`config.mk`:
```
export PLATFORM = sky130hd
export DESIGN_NAME = cfg2_window_decoder
export DESIGN_NICKNAME = d
export VERILOG_FILES = /design/src/rtl/cfg2_pkg.sv /design/src/rtl/cfg2_addr_decode.sv /design/src/rtl/cfg2_ctrl_regs.sv /design/src/rtl/cfg2_xact_fsm.sv /design/src/rtl/cfg2_window_decoder.sv
export SDC_FILE = /design/constraint.sdc
export NUM_CORES = 1
export LEC_CHECK = 0
export BUFFER_PORTS_ARGS = -buffer_cell sky130_fd_sc_hd__buf_2
export CAP_MARGIN = 40
export CORE_UTILIZATION = 44
export DETAILED_ROUTE_END_ITERATION = 16
export PLACE_DENSITY = 0.84
export SLEW_MARGIN = 20
export SYNTH_ARGS = -nofsm -noshare
export SYNTH_HDL_FRONTEND = slang
export SYNTH_SLANG_ARGS = --single-unit
```
`constraint.sdc`:
```
create_clock -name clk_i -period 1.6 [get_ports clk_i]
set_clock_uncertainty 0.05 [all_clocks]
set_input_delay 0.16 -clock clk_i [delete_from_list [all_inputs] [get_ports clk_i]]
set_output_delay 0.16 -clock clk_i [all_outputs]
set_load 0.05 [all_outputs]
```
`src/rtl/cfg2_pkg.sv`:
```
package cfg2_pkg;
  localparam int unsigned DW = 32;
  localparam int unsigned NL = DW / 8;

  typedef enum logic [1:0] {
    SZ_BYTE  = 2'd0,
    SZ_WORD  = 2'd1,
    SZ_DWORD = 2'd2
  } io_size_e;

  typedef enum logic [1:0] {
    ST_IDLE = 2'd0,
    ST_CFG  = 2'd1,
    ST_ACK  = 2'd2
  } xact_state_e;

  function automatic logic [NL-1:0] lanes_for(input logic [1:0] size, input logic [1:0] a);
    logic [NL-1:0] m;
    case (size)
      SZ_BYTE: m = NL'(1) << a;
      SZ_WORD: m = a[1] ? NL'(4'b1100) : NL'(4'b0011);
      default: m = '1;
    endcase
    return m;
  endfunction

  function automatic logic [DW-1:0] lane_mask(input logic [NL-1:0] be);
    logic [DW-1:0] m;
    for (int l = 0; l < NL; l++) m[l*8 +: 8] = {8{be[l]}};
    return m;
  endfunction
endpackage

```
`src/rtl/cfg2_addr_decode.sv`:
```
module cfg2_addr_decode
  import cfg2_pkg::*;
#(
  parameter int unsigned IO_AW    = 16,
  parameter logic [15:0] WIN_BASE = 16'hC000,
  parameter logic [15:0] EN_PORT  = 16'hCF8,
  parameter logic [15:0] FWD_PORT = 16'hCFA
) (
  input  logic             req_i,
  input  logic             idle_i,
  input  logic             active_i,
  input  logic [IO_AW-1:0] addr_i,
  input  logic [1:0]       size_i,
  output logic [NL-1:0]    be_o,
  output logic             hit_reg_o,
  output logic             hit_win_o,
  output logic             claim_o
);
  localparam int unsigned WIN_AW   = 12;
  localparam int unsigned EN_LANE  = int'(EN_PORT[1:0]);
  localparam int unsigned FWD_LANE = int'(FWD_PORT[1:0]);
  localparam logic [IO_AW-1:0] EN_A  = IO_AW'(EN_PORT);
  localparam logic [IO_AW-1:0] WIN_A = IO_AW'(WIN_BASE);

  always_comb begin
    be_o      = lanes_for(size_i, addr_i[1:0]);
    hit_reg_o = (addr_i[IO_AW-1:2] == EN_A[IO_AW-1:2]) && (be_o[EN_LANE] || be_o[FWD_LANE]);
    hit_win_o = (addr_i[IO_AW-1:WIN_AW] == WIN_A[IO_AW-1:WIN_AW]);
    claim_o   = req_i && idle_i && (hit_reg_o || (hit_win_o && active_i));
  end
endmodule

```
`src/rtl/cfg2_ctrl_regs.sv`:
```
module cfg2_ctrl_regs
  import cfg2_pkg::*;
#(
  parameter logic [15:0] EN_PORT  = 16'hCF8,
  parameter logic [15:0] FWD_PORT = 16'hCFA
) (
  input  logic          clk_i,
  input  logic          rst_ni,
  input  logic          wr_i,
  input  logic [NL-1:0] be_i,
  input  logic [DW-1:0] wdata_i,
  output logic [7:0]    en_q_o,
  output logic [7:0]    fwd_q_o,
  output logic          active_o,
  output logic [2:0]    func_o,
  output logic [DW-1:0] rdata_o
);
  localparam int unsigned EN_LANE  = int'(EN_PORT[1:0]);
  localparam int unsigned FWD_LANE = int'(FWD_PORT[1:0]);

  logic [7:0] en_q, fwd_q;

  always_ff @(posedge clk_i or negedge rst_ni) begin
    if (!rst_ni) begin
      en_q  <= '0;
      fwd_q <= '0;
    end else if (wr_i) begin
      if (be_i[EN_LANE])  en_q  <= wdata_i[EN_LANE*8 +: 8];
      if (be_i[FWD_LANE]) fwd_q <= wdata_i[FWD_LANE*8 +: 8];
    end
  end

  always_comb begin
    rdata_o = '0;
    rdata_o[EN_LANE*8 +: 8]  = en_q;
    rdata_o[FWD_LANE*8 +: 8] = fwd_q;
    rdata_o = rdata_o & lane_mask(be_i);
  end

  assign active_o = (en_q[7:4] == 4'hF);
  assign func_o   = en_q[3:1];
  assign en_q_o   = en_q;
  assign fwd_q_o  = fwd_q;
endmodule

```
`src/rtl/cfg2_xact_fsm.sv`:
```
module cfg2_xact_fsm
  import cfg2_pkg::*;
(
  input  logic          clk_i,
  input  logic          rst_ni,
  input  logic          claim_i,
  input  logic          hit_reg_i,
  input  logic          we_i,
  input  logic [11:0]   win_off_i,
  input  logic [NL-1:0] be_i,
  input  logic [DW-1:0] wdata_i,
  input  logic [7:0]    bus_i,
  input  logic [2:0]    func_i,
  input  logic [DW-1:0] reg_rdata_i,
  output logic          idle_o,
  output logic          io_ack_o,
  output logic [DW-1:0] io_rdata_o,
  output logic          cfg_req_o,
  output logic          cfg_we_o,
  output logic [7:0]    cfg_bus_o,
  output logic [3:0]    cfg_dev_o,
  output logic [2:0]    cfg_func_o,
  output logic [5:0]    cfg_dword_o,
  output logic [NL-1:0] cfg_be_o,
  output logic [DW-1:0] cfg_wdata_o,
  input  logic          cfg_ack_i,
  input  logic          cfg_present_i,
  input  logic [DW-1:0] cfg_rdata_i
);
  xact_state_e state_q;
  logic [DW-1:0] rdata_q;

  always_ff @(posedge clk_i or negedge rst_ni) begin
    if (!rst_ni) begin
      state_q     <= ST_IDLE;
      rdata_q     <= '0;
      cfg_we_o    <= 1'b0;
      cfg_bus_o   <= '0;
      cfg_dev_o   <= '0;
      cfg_func_o  <= '0;
      cfg_dword_o <= '0;
      cfg_be_o    <= '0;
      cfg_wdata_o <= '0;
    end else begin
      unique case (state_q)
        ST_IDLE: if (claim_i) begin
          if (hit_reg_i) begin
            state_q <= ST_ACK;
            rdata_q <= we_i ? '0 : reg_rdata_i;
          end else begin
            state_q     <= ST_CFG;
            cfg_we_o    <= we_i;
            cfg_bus_o   <= bus_i;
            cfg_func_o  <= func_i;
            cfg_dev_o   <= win_off_i[11:8];
            cfg_dword_o <= win_off_i[7:2];
            cfg_be_o    <= be_i;
            cfg_wdata_o <= wdata_i & lane_mask(be_i);
          end
        end
        ST_CFG: if (cfg_ack_i) begin
          state_q <= ST_ACK;
          // absent target floats high on the accessed lanes
          rdata_q <= cfg_we_o ? '0
                   : ((cfg_present_i ? cfg_rdata_i : '1) & lane_mask(cfg_be_o));
        end
        ST_ACK: state_q <= ST_IDLE;
        default: state_q <= ST_IDLE;
      endcase
    end
  end

  assign idle_o     = (state_q == ST_IDLE);
  assign cfg_req_o  = (state_q == ST_CFG);
  assign io_ack_o   = (state_q == ST_ACK);
  assign io_rdata_o = rdata_q;
endmodule

```
`src/rtl/cfg2_window_decoder.sv`:
```
module cfg2_window_decoder
  import cfg2_pkg::*;
#(
  parameter int unsigned IO_AW    = 16,
  parameter logic [15:0] WIN_BASE = 16'hC000,
  parameter logic [15:0] EN_PORT  = 16'hCF8,
  parameter logic [15:0] FWD_PORT = 16'hCFA
) (
  input  logic             clk_i,
  input  logic             rst_ni,
  input  logic             io_req_i,
  input  logic             io_we_i,
  input  logic [IO_AW-1:0] io_addr_i,
  input  logic [1:0]       io_size_i,
  input  logic [31:0]      io_wdata_i,
  output logic             io_claim_o,
  output logic             io_ack_o,
  output logic [31:0]      io_rdata_o,
  output logic             cfg_req_o,
  output logic             cfg_we_o,
  output logic [7:0]       cfg_bus_o,
  output logic [3:0]       cfg_dev_o,
  output logic [2:0]       cfg_func_o,
  output logic [5:0]       cfg_dword_o,
  output logic [3:0]       cfg_be_o,
  output logic [31:0]      cfg_wdata_o,
  input  logic             cfg_ack_i,
  input  logic             cfg_present_i,
  input  logic [31:0]      cfg_rdata_i
);
  logic [NL-1:0] be;
  logic hit_reg, hit_win, idle, active;
  logic [7:0] en_q, fwd_q;
  logic [2:0] func;
  logic [DW-1:0] reg_rdata;

  cfg2_addr_decode #(
    .IO_AW(IO_AW), .WIN_BASE(WIN_BASE), .EN_PORT(EN_PORT), .FWD_PORT(FWD_PORT)
  ) u_dec (
    .req_i(io_req_i), .idle_i(idle), .active_i(active), .addr_i(io_addr_i),
    .size_i(io_size_i), .be_o(be), .hit_reg_o(hit_reg), .hit_win_o(hit_win),
    .claim_o(io_claim_o)
  );

  cfg2_ctrl_regs #(.EN_PORT(EN_PORT), .FWD_PORT(FWD_PORT)) u_regs (
    .clk_i(clk_i), .rst_ni(rst_ni),
    .wr_i(io_claim_o && hit_reg && io_we_i), .be_i(be), .wdata_i(io_wdata_i),
    .en_q_o(en_q), .fwd_q_o(fwd_q), .active_o(active), .func_o(func),
    .rdata_o(reg_rdata)
  );

  cfg2_xact_fsm u_fsm (
    .clk_i(clk_i), .rst_ni(rst_ni), .claim_i(io_claim_o), .hit_reg_i(hit_reg),
    .we_i(io_we_i), .win_off_i(io_addr_i[11:0]), .be_i(be), .wdata_i(io_wdata_i),
    .bus_i(fwd_q), .func_i(func), .reg_rdata_i(reg_rdata), .idle_o(idle),
    .io_ack_o(io_ack_o), .io_rdata_o(io_rdata_o), .cfg_req_o(cfg_req_o),
    .cfg_we_o(cfg_we_o), .cfg_bus_o(cfg_bus_o), .cfg_dev_o(cfg_dev_o),
    .cfg_func_o(cfg_func_o), .cfg_dword_o(cfg_dword_o), .cfg_be_o(cfg_be_o),
    .cfg_wdata_o(cfg_wdata_o), .cfg_ack_i(cfg_ack_i),
    .cfg_present_i(cfg_present_i), .cfg_rdata_i(cfg_rdata_i)
  );
endmodule

```
==> run summary, run 1 <==
Outcome
- finished, violations left — outcome
- setup timing — violations in the final reports

Timing
- true — RSZ-0062 raised after global routing
- -0.0875 ns — post-route setup slack
- 1.69 ns — final period demand of the worst path
- 59.2% — remaining max-slew budget at the tightest pin
- 0 — number of hold violations in the final report
- 0.126 ns — worst-case hold slack
- 105% — fraction of the cycle the final worst path needs
- 54 — Setup-failing EPs final
- 593 MHz — Max Fclk
- 0.612 ns — actual slew at the worst max-slew pin
- 0 — count of pins over their slew limit

Yosys
- 454 — count of mapped cells out of synthesis
- 0 — yosys warns
- 0 — Post-synth EDFFs
- dfrtp_1 57%, nand2_1 8.4%, mux2_4 4.1% — most area-consuming cells after synthesis
- 34 — count of unique library cells instantiated by Yosys
- dfrtp_1 — predominant post-synthesis flop cell
- 108 — register bit count reported by yosys
- dfrtp_1 — largest area contributor in the netlist
- 100% — Synth async-reset ratio
- 542 — syn_nets
- 4760 um^2 — post-synthesis instance area
- 108 x dfrtp_1, 107 x nand2_1, 51 x inv_1, 32 x a21oi_1 — top cells by instance count after synthesis
- dfrtp_1 — count leader, synth
- 56.8% — sequential element share of the synthesized area
- 56.8% — share of the synthesized area in the top cell type
- 10.5 um^2 — Post-Synthesis Mean Instance Area

Clock tree
- 2 — maximum clock path buffer count
- 0.11 ns — clock transition at the register clock pins on the worst setup and hold paths after CTS
- 0.38 ns — Clock Latency Late Sink
- 9 — number of buffers created by CTS
- 108 — sink count of the clock tree
- clkbuf_8 — root buffer selected by CTS
- 3 — total number of H-tree levels
- done — CTS tree

Route
- 4484 — vias after detailed routing
- met4 — highest metal layer used by the detailed router
- 5.29 — via count normalized by instance count
- 15.4 mm — Post-Route WL
- 932 um — met3 routed WL
- 6.05 mm — met1 routed wirelength after detailed routing
- 0 — number of DRC violations after detailed routing
- 237 — Starting DRT DRC Count
- 5 — number of optimization iterations in the first detailed-route pass
- 18.2 um — routed wire length per instance
- 7.90 mm — total length of routed met2 wires
- 0 — number of nets with antenna violations after routing

Cells and area
- 795 — number of nets at the end of the flow
- 47.8% — proportion of layout cells with a drive suffix above 1
- 0 — ANT cells
- 52.2% — P&R area growth vs syn
- 753 — number of filler instances in the final layout

Job
- 0 — max-capacitance violation count

Floorplan
- 106 um — die width
- 181 — count of pins on the block boundary
- 45.7% — Initial Util
- 11200 um^2 — area of the die
- 37 — placement row count
- 10400 um^2 — core outline area
- 106 um — height of the chip

Global routing
- 4252 — number of global-route vias before repair
- 0 — number of antenna violations at the first check in global routing
- 109 — largest net degree at the start of global routing
- 25.2% — total global routing track utilization
- 0 — Overflow after GRT
- 21.7 mm — global-route wire length before repair

Worst setup path
- u_fsm.io_rdata_o[30] — Reg-to-Reg End
- 0.42 ns — slowest cell delay on critical path
- u_fsm.state_q[0] — Worst R2R Start
- 6 — R2R cell count
- -0.09 ns — register-to-register setup slack
- 1.81 ns — Worst EP required
- 1.90 ns — Crit path arrival time
- dfrtp_1 — CP max stage cell
- register to register — kind of critical path
- register — crit path capture type
- register — kind of launch point of the worst setup path
- 18 — Worst Path Max Fanout
- buf_4 > nor2b_4 > and2_1 > a31o_2 > buf_12 > mux2_4 — cells along the critical path

Hold path
- u_fsm.io_rdata_o[8] — worst hold endpoint
- 4 — Hold Path Cell Cnt
- input pin to register — worst min-delay path class
- cfg_rdata_i[8] — start point of the worst min-delay path

Placed design
- 180 — Port Buffers
- 0.835 — final weighted congestion in routability-driven placement
- -0.0668 ns — worst slack after detailed placement
- 8.94 mm — sum of net half-perimeters after detailed placement

Power and ir drop
- 419 uV — largest vdd supply drop
- 695 nW/um^2 — power density over the cells
- 4.01 nW — leakage power of the design

## per-stage QoR
stage | area (um^2) | power (mW) | setup TNS [ns] | std cells | util, %
3_5_place_dp | 5990 | 3.35 | -2.53 | 770 | 57.5
5_1_grt | 7240 | 5.22 | -7.38 | 848 | 69.5
3_3_place_gp | 5990 | 3.34 | -0.487 | 770 | 57.5
2_1_floorplan | 4810 | 3.08 | -3.71 | 454 | -
6_report | 7240 | 5.03 | -2.54 | 848 | 69.5
4_1_cts | 6800 | 5.05 | -2.55 | 840 | 65.3
## sequential cells by signal (all words and copies together) (netlist names)
signal and count:
u_fsm.cfg_wdata_o 32, u_fsm.io_rdata_o 32, u_fsm.cfg_bus_o 8, u_regs.en_q_o 8
u_regs.fwd_q_o 8, u_fsm.cfg_dword_o 6, u_fsm.cfg_be_o 4, u_fsm.cfg_dev_o 4
u_fsm.cfg_func_o 3, u_fsm.state_q 2, u_fsm.cfg_we_o 1
## worst max-delay path: cells and delay by family, from the launching register on
family	cells	cell delay (ns)
AOI/OAI and AO/OA	1	0.23
buffers and inverters	2	0.30
and+or+nand+nor	2	0.25
muxes	1	0.30
DFF	1	0.42
## where the power goes
part	total [mW]	switching, mW	internal [mW]	leakage (nW)
Sequential	2.79	0.0235	2.77	1.46
Clock	1.64	1.03	0.604	0.0911
Combinational	0.607	0.377	0.230	2.45
## worst max-delay path by stage
| stage | startpoint | end | slack [ns] | depth (start not counted) |
|---|---|---|---|---|
| after floorplan | u_fsm.state_q[0] | u_fsm.io_rdata_o[10] | -0.19 | 6 |
| after global placement | u_fsm.state_q[0] | u_regs.fwd_q_o[1] | -0.06 | 5 |
| after detailed placement | u_fsm.state_q[0] | u_regs.fwd_q_o[1] | -0.07 | 5 |
| after CTS | u_fsm.state_q[1] | io_claim_o | -0.09 | 4 |
| after global routing | u_fsm.state_q[1] | io_claim_o | -0.16 | 4 |
| final | u_fsm.state_q[0] | u_fsm.io_rdata_o[30] | -0.09 | 6 |
## layout make-up
class,count,area (um^2),share of cell area [%]
sequential,108,2700,37.3
inverter,51,191,2.64
timing repair buffer,268,1950,26.9
clock buffer,9,124,1.71
clock inverter,7,68.8,0.951
multi-input combinational,269,2030,28.1
tap,136,170,2.35
## cells by family after synthesis
group,after synthesis,share of synthesized area (%)
multiplexers,48,12.0
buffers and inverters,77,6.86
AO/OA/AOI/OAI,76,10.4
flip-flops,108,56.8
AND/OR/NAND/NOR,145,13.9
## per-layer routing
layer	up-vias	global-route usage, %
met5	-	0
met4	0	9.42
met3	52	3.56
met2	228	44.2
met1	2183	31.6
li1	2021	-
## placed cells by master, fill, tap and decap left out, types with 9 or more instances in the layout
| cell type | netlist | final |
|---|---|---|
| buf_4 | 1 | 20 |
| clkbuf_8 | 0 | 9 |
| mux2_2 | 17 | 11 |
| nand2_4 | 0 | 18 |
| buf_2 | 9 | 177 |
| a22o_1 | 16 | 16 |
| inv_1 | 51 | 51 |
| mux2i_1 | 16 | 16 |
| dfrtp_1 | 108 | 108 |
| nand3_1 | 17 | 17 |
| dlygate4sd3_1 | 0 | 45 |
| a31oi_1 | 16 | 16 |
| nand2_1 | 107 | 51 |
| mux2_4 | 13 | 21 |
| nand2_2 | 0 | 38 |
| a21oi_1 | 32 | 32 |
## repair_timing
action,CTS,global route
pin swaps,2,62
gates cloned,4,8
endpoints found under the hold margin,168,0
hold buffers,45,0
buffers inserted,5,1
gates resized for setup,20,88
setup endpoints to repair,67,109
Note: power is estimated with default switching activity, not from simulation.
==> run 2: changes to the inputs <==
--- a/config.mk
+++ b/config.mk
@@ -7,6 +7,7 @@
 export LEC_CHECK = 0
 export BUFFER_PORTS_ARGS = -buffer_cell sky130_fd_sc_hd__buf_2
 export CAP_MARGIN = 40
+export CORE_ASPECT_RATIO = 1.4
 export CORE_UTILIZATION = 44
 export DETAILED_ROUTE_END_ITERATION = 16
 export PLACE_DENSITY = 0.84
==> run summary, run 2 (synthesized netlist as in run 1, its figures left out) <==
Outcome
- finished, violations left — outcome
- setup timing — violations in the final reports

Timing
- 0.572 ns — actual slew at the worst max-slew pin
- 1.74 ns — final period demand of the worst path
- -0.136 ns — post-route setup slack
- 61.9% — remaining max-slew budget at the tightest pin
- 0.00533 ns — worst-case hold slack
- 109% — fraction of the cycle the final worst path needs
- 0 — count of pins over their slew limit
- 0 — number of hold violations in the final report
- -4.52 ns — post-route setup TNS
- 576 MHz — Max Fclk
- 67 — Setup-failing EPs final
- true — RSZ-0062 raised after global routing

Floorplan
- 125 um — height of the chip
- 11200 um^2 — area of the die
- 89.9 um — die width
- 10500 um^2 — core outline area
- 45.5% — Initial Util
- 181 — count of pins on the block boundary
- 44 — placement row count

Route
- 5 — number of optimization iterations in the first detailed-route pass
- 0 — number of DRC violations after detailed routing
- 15.9 um — routed wire length per instance
- 4215 — vias after detailed routing
- 5.07 — via count normalized by instance count
- 13.2 mm — Post-Route WL
- 0 — number of nets with antenna violations after routing
- 157 — Starting DRT DRC Count

Clock tree
- clkbuf_16 — root buffer selected by CTS
- 9 — number of buffers created by CTS
- done — CTS tree
- 2 — maximum clock path buffer count
- 3 — total number of H-tree levels
- 0.35 ns — Clock Latency Late Sink
- 108 — sink count of the clock tree
- 0.08 ns — clock transition at the register clock pins on the worst setup and hold paths after CTS

Placed design
- 6050 um^2 — area after detailed placement
- 0.872 — final weighted congestion in routability-driven placement
- 778 — Post-Place Cells
- 9.20 mm — sum of net half-perimeters after detailed placement
- 180 — Port Buffers
- -0.155 ns — worst slack after detailed placement

Worst setup path
- register — crit path capture type
- 1.92 ns — Crit path arrival time
- u_regs.fwd_q_o[3] — Reg-to-Reg End
- 8 — Worst Path Max Fanout
- simple AND/OR/NAND/NOR gates — kind of cell adding the most delay to the critical path
- register — kind of launch point of the worst setup path
- register to register — kind of critical path
- 6 — R2R cell count
- u_fsm.state_q[0] — timing startpoint of the critical path
- 2 — number of buffer and inverter instances along the worst setup path
- dfrtp_1 — CP max stage cell
- -0.14 ns — register-to-register setup slack
- nor3b_2 > buf_4 > and2_4 > and4_4 > buf_12 > mux2_4 — cells along the critical path
- 0.40 ns — slowest cell delay on critical path
- u_regs.fwd_q_o[3] — worst setup path endpoint
- u_fsm.state_q[0] — Worst R2R Start
- 6 — critical path depth
- 1.79 ns — Worst EP required

Cells and area
- 65.3% — final design utilization
- 832 — Post-Layout Cell Count
- 807 — number of filler instances in the final layout
- 6830 um^2 — Layout Cell Area excl Fill
- 43.5% — P&R area growth vs syn
- buf_2 — leading cell type in the layout, fill and taps excluded
- 176 x buf_2, 108 x dfrtp_1, 107 x nand2_1 — top library cells by usage in the layout, fill and taps aside
- 40.1% — proportion of layout cells with a drive suffix above 1
- 0 — ANT cells
- 777 — number of nets at the end of the flow

Power and ir drop
- 3.89 nW — leakage power of the design
- 5.52 mW — Total Power Consumption
- 809 nW/um^2 — power density over the cells
- 731 uV — largest vdd supply drop

Global routing
- 0 — number of antenna violations at the first check in global routing
- 21.3 mm — global-route wire length before repair
- 41 — largest net degree at the start of global routing
- 23.8% — total global routing track utilization
- 0 — Overflow after GRT
- 4352 — number of global-route vias before repair

Job
- 0 — max-capacitance violation count

Hold path
- input pin to register — worst min-delay path class

## run 2: worst register-to-register path, stage by stage, from the launching register on
cell,delay [ns]
dfrtp_1,0.40
nor3b_2,0.23
buf_4,0.15
and2_4,0.14
and4_4,0.23
buf_12,0.13
mux2_4,0.30
## run 2: how the worst min path moves through the flow
stage	startpoint	end	slack, ns	cells after the start
final	io_wdata_i[2]	u_fsm.cfg_wdata_o[2]	0.005	3
after global routing	io_wdata_i[20]	u_regs.fwd_q_o[4]	0.007	2
after CTS	io_wdata_i[22]	u_fsm.cfg_wdata_o[22]	0.0004	3
after detailed placement	rst_ni	u_fsm.io_rdata_o[15]	-0.02	1
after global placement	rst_ni	u_fsm.io_rdata_o[10]	-0.02	1
after floorplan	rst_ni	u_fsm.cfg_be_o[0]	-0.19	0
## run 2: routing by layer
metal	wire, um	part of all wire [%]	up-vias	GRT usage [%]
met5	0	0	-	0
met4	408	3.1	0	11.6
met3	584	4.4	28	3.04
met2	6850	52	150	41.9
met1	5370	41	2054	28.9
li1	-	-	1983	-
## run 2: layout make-up
type | count | area, um^2 | area share, %
sequential | 108 | 2700 | 39.6
clock inverter | 5 | 43.8 | 0.641
tap | 138 | 173 | 2.53
clock buffer | 11 | 243 | 3.56
inverter | 51 | 191 | 2.80
timing repair buffer | 250 | 1670 | 24.4
multi-input combinational | 269 | 1810 | 26.5
## run 2: power by group
group	internal (mW)	leakage, nW	switching [mW]
Sequential	2.77	1.46	0.0249
Combinational	0.220	2.29	0.373
Clock	1.12	0.135	1.02
Total	4.11	3.89	1.41
## run 2: timing repair
action                                  in CTS  in global routing
endpoints found under the setup margin      69                108
gates cloned                                 0                  1
hold buffers                                33                  0
endpoints found under the hold margin      140                  0
buffers inserted                             2                  2
pin swaps                                    7                  7
resized for setup                           16                 11
==> run 3: changes to the inputs <==
--- a/config.mk
+++ b/config.mk
@@ -6,11 +6,11 @@
 export NUM_CORES = 1
 export LEC_CHECK = 0
 export BUFFER_PORTS_ARGS = -buffer_cell sky130_fd_sc_hd__buf_2
-export CAP_MARGIN = 40
 export CORE_ASPECT_RATIO = 1.4
 export CORE_UTILIZATION = 44
 export DETAILED_ROUTE_END_ITERATION = 16
 export PLACE_DENSITY = 0.84
+export SKIP_CTS_REPAIR_TIMING = 1
 export SLEW_MARGIN = 20
 export SYNTH_ARGS = -nofsm -noshare
 export SYNTH_HDL_FRONTEND = slang
==> run summary, run 3 (synthesized netlist as in run 1, its figures left out) <==
Hold path
- input pin to register — worst min-delay path class
- io_addr_i[9] — start point of the worst min-delay path

Power and ir drop
- 3.83 nW — leakage power of the design
- 10.3% — fraction of power consumed by combinational cells
- 25.7% — switching share of power
- 4.09 mW — Internal Dissipation
- 644 uV — largest vdd supply drop
- 1.41 mW — P_sw
- 38.9% — Clock Power Share
- 50.7% — sequential share of power
- 5.50 mW — Total Power Consumption
- 823 nW/um^2 — power density over the cells

Clock tree
- 2 — maximum clock path buffer count
- 9 — number of buffers created by CTS
- done — CTS tree
- clkbuf_16 — root buffer selected by CTS
- 3 — total number of H-tree levels
- 0.35 ns — Clock Latency Late Sink
- 0.07 ns — clock transition at the register clock pins on the worst setup and hold paths after CTS
- 108 — sink count of the clock tree

Global routing
- 22.5% — total global routing track utilization
- 0 — number of antenna violations at the first check in global routing
- 0 — Overflow after GRT
- 41 — largest net degree at the start of global routing
- 20.0 mm — global-route wire length before repair
- 4095 — number of global-route vias before repair

Placed design
- 778 — Post-Place Cells
- -0.155 ns — worst slack after detailed placement
- 180 — Port Buffers
- 6050 um^2 — area after detailed placement
- 9.20 mm — sum of net half-perimeters after detailed placement
- 0.872 — final weighted congestion in routability-driven placement

Worst setup path
- 1.91 ns — Crit path arrival time
- register — kind of launch point of the worst setup path
- register to register — kind of critical path
- register — crit path capture type
- 1.79 ns — Worst EP required
- u_fsm.state_q[1] — Worst R2R Start
- u_fsm.state_q[1] — timing startpoint of the critical path
- 8 — Worst Path Max Fanout

Floorplan
- 45.5% — Initial Util
- 125 um — height of the chip
- 10500 um^2 — core outline area
- 44 — placement row count
- 11200 um^2 — area of the die
- 89.9 um — die width
- 181 — count of pins on the block boundary

Route
- met4 — highest metal layer used by the detailed router
- 4174 — vias after detailed routing
- 144 — Starting DRT DRC Count
- 5.27 mm — met1 routed wirelength after detailed routing
- 12.8 mm — Post-Route WL
- 525 um — met3 routed WL
- 6.62 mm — total length of routed met2 wires
- 0 — number of DRC violations after detailed routing
- 0 — number of nets with antenna violations after routing
- 5 — number of optimization iterations in the first detailed-route pass
- 15.6 um — routed wire length per instance
- 5.09 — via count normalized by instance count

Cells and area
- 6690 um^2 — Layout Cell Area excl Fill
- buf_2 — leading cell type in the layout, fill and taps excluded
- 0 — ANT cells
- 63.9% — final design utilization
- 765 — number of nets at the end of the flow
- 40.5% — P&R area growth vs syn
- 820 — Post-Layout Cell Count
- 176 x buf_2, 108 x dfrtp_1, 107 x nand2_1 — top library cells by usage in the layout, fill and taps aside
- 40.6% — proportion of layout cells with a drive suffix above 1

Timing
- 108% — fraction of the cycle the final worst path needs
- 581 MHz — Max Fclk
- 0 — count of pins over their slew limit
- 3 — number of hold violations in the final report
- true — RSZ-0062 raised after global routing
- 61.3% — remaining max-slew budget at the tightest pin
- 0.581 ns — actual slew at the worst max-slew pin
- 67 — Setup-failing EPs final
- -0.0247 ns — worst-case hold slack
- 1.72 ns — final period demand of the worst path
- -4.60 ns — post-route setup TNS
- -0.122 ns — post-route setup slack

Outcome
- finished, violations left — outcome
- hold timing, setup timing — violations in the final reports

Job
- 0 — max-capacitance violation count

run 3: cell count changes in the layout (fill, tap and decap cells not counted):
cell,delta
dlygate4sd3_1,-12
buf_4,+4
buf_6,-4
and4_1,+1
and4_2,-1
buf_8,+1
clkbuf_16,-1
mux2_2,-1
mux2_4,+1
run 3: path summary, 6_finish.rpt:
check / end / slack, ns / cells after the start
max in group asynchronous: u_fsm.cfg_wdata_o[9] / 0.79 / 3
min reg2reg: u_fsm.cfg_wdata_o[6] / 0.41 / 2
max reg2reg: u_regs.fwd_q_o[3] / -0.12 / 6
max: u_regs.fwd_q_o[3] / -0.12 / 6
min in group asynchronous: u_fsm.io_rdata_o[14] / 0.16 / 2
min: u_fsm.cfg_dev_o[1] / -0.02 / 3
run 3: layout make-up:
type	instances	area, um^2
clock inverter	5	43.8
sequential	108	2700
tap	138	173
fill	846	3770
timing repair buffer	238	1520
clock buffer	11	243
multi-input combinational	269	1810
inverter	51	191
run 3: metal layers:
metal	track usage, %	vias up
li1	-	1959
met5	0	-
met2	38.2	147
met3	2.68	27
met4	11.5	0
met1	28.3	2041
run 3: power by group through the flow:
stage	clock (mW)	sequential [mW]	combinational (mW)
after CTS	2.18	2.79	0.520
after global routing	2.28	2.80	0.610
after floorplan	0	2.98	0.0961
final	2.14	2.79	0.569
after global placement	0	2.85	0.507
after detailed placement	0	2.85	0.518
run 3: worst max-delay path: stages, from the launching register on:
cell     delay [ns]
dfrtp_1        0.40
nor3b_2        0.23
buf_4          0.14
and2_4         0.13
and4_4         0.23
buf_12         0.13
mux2_4         0.30
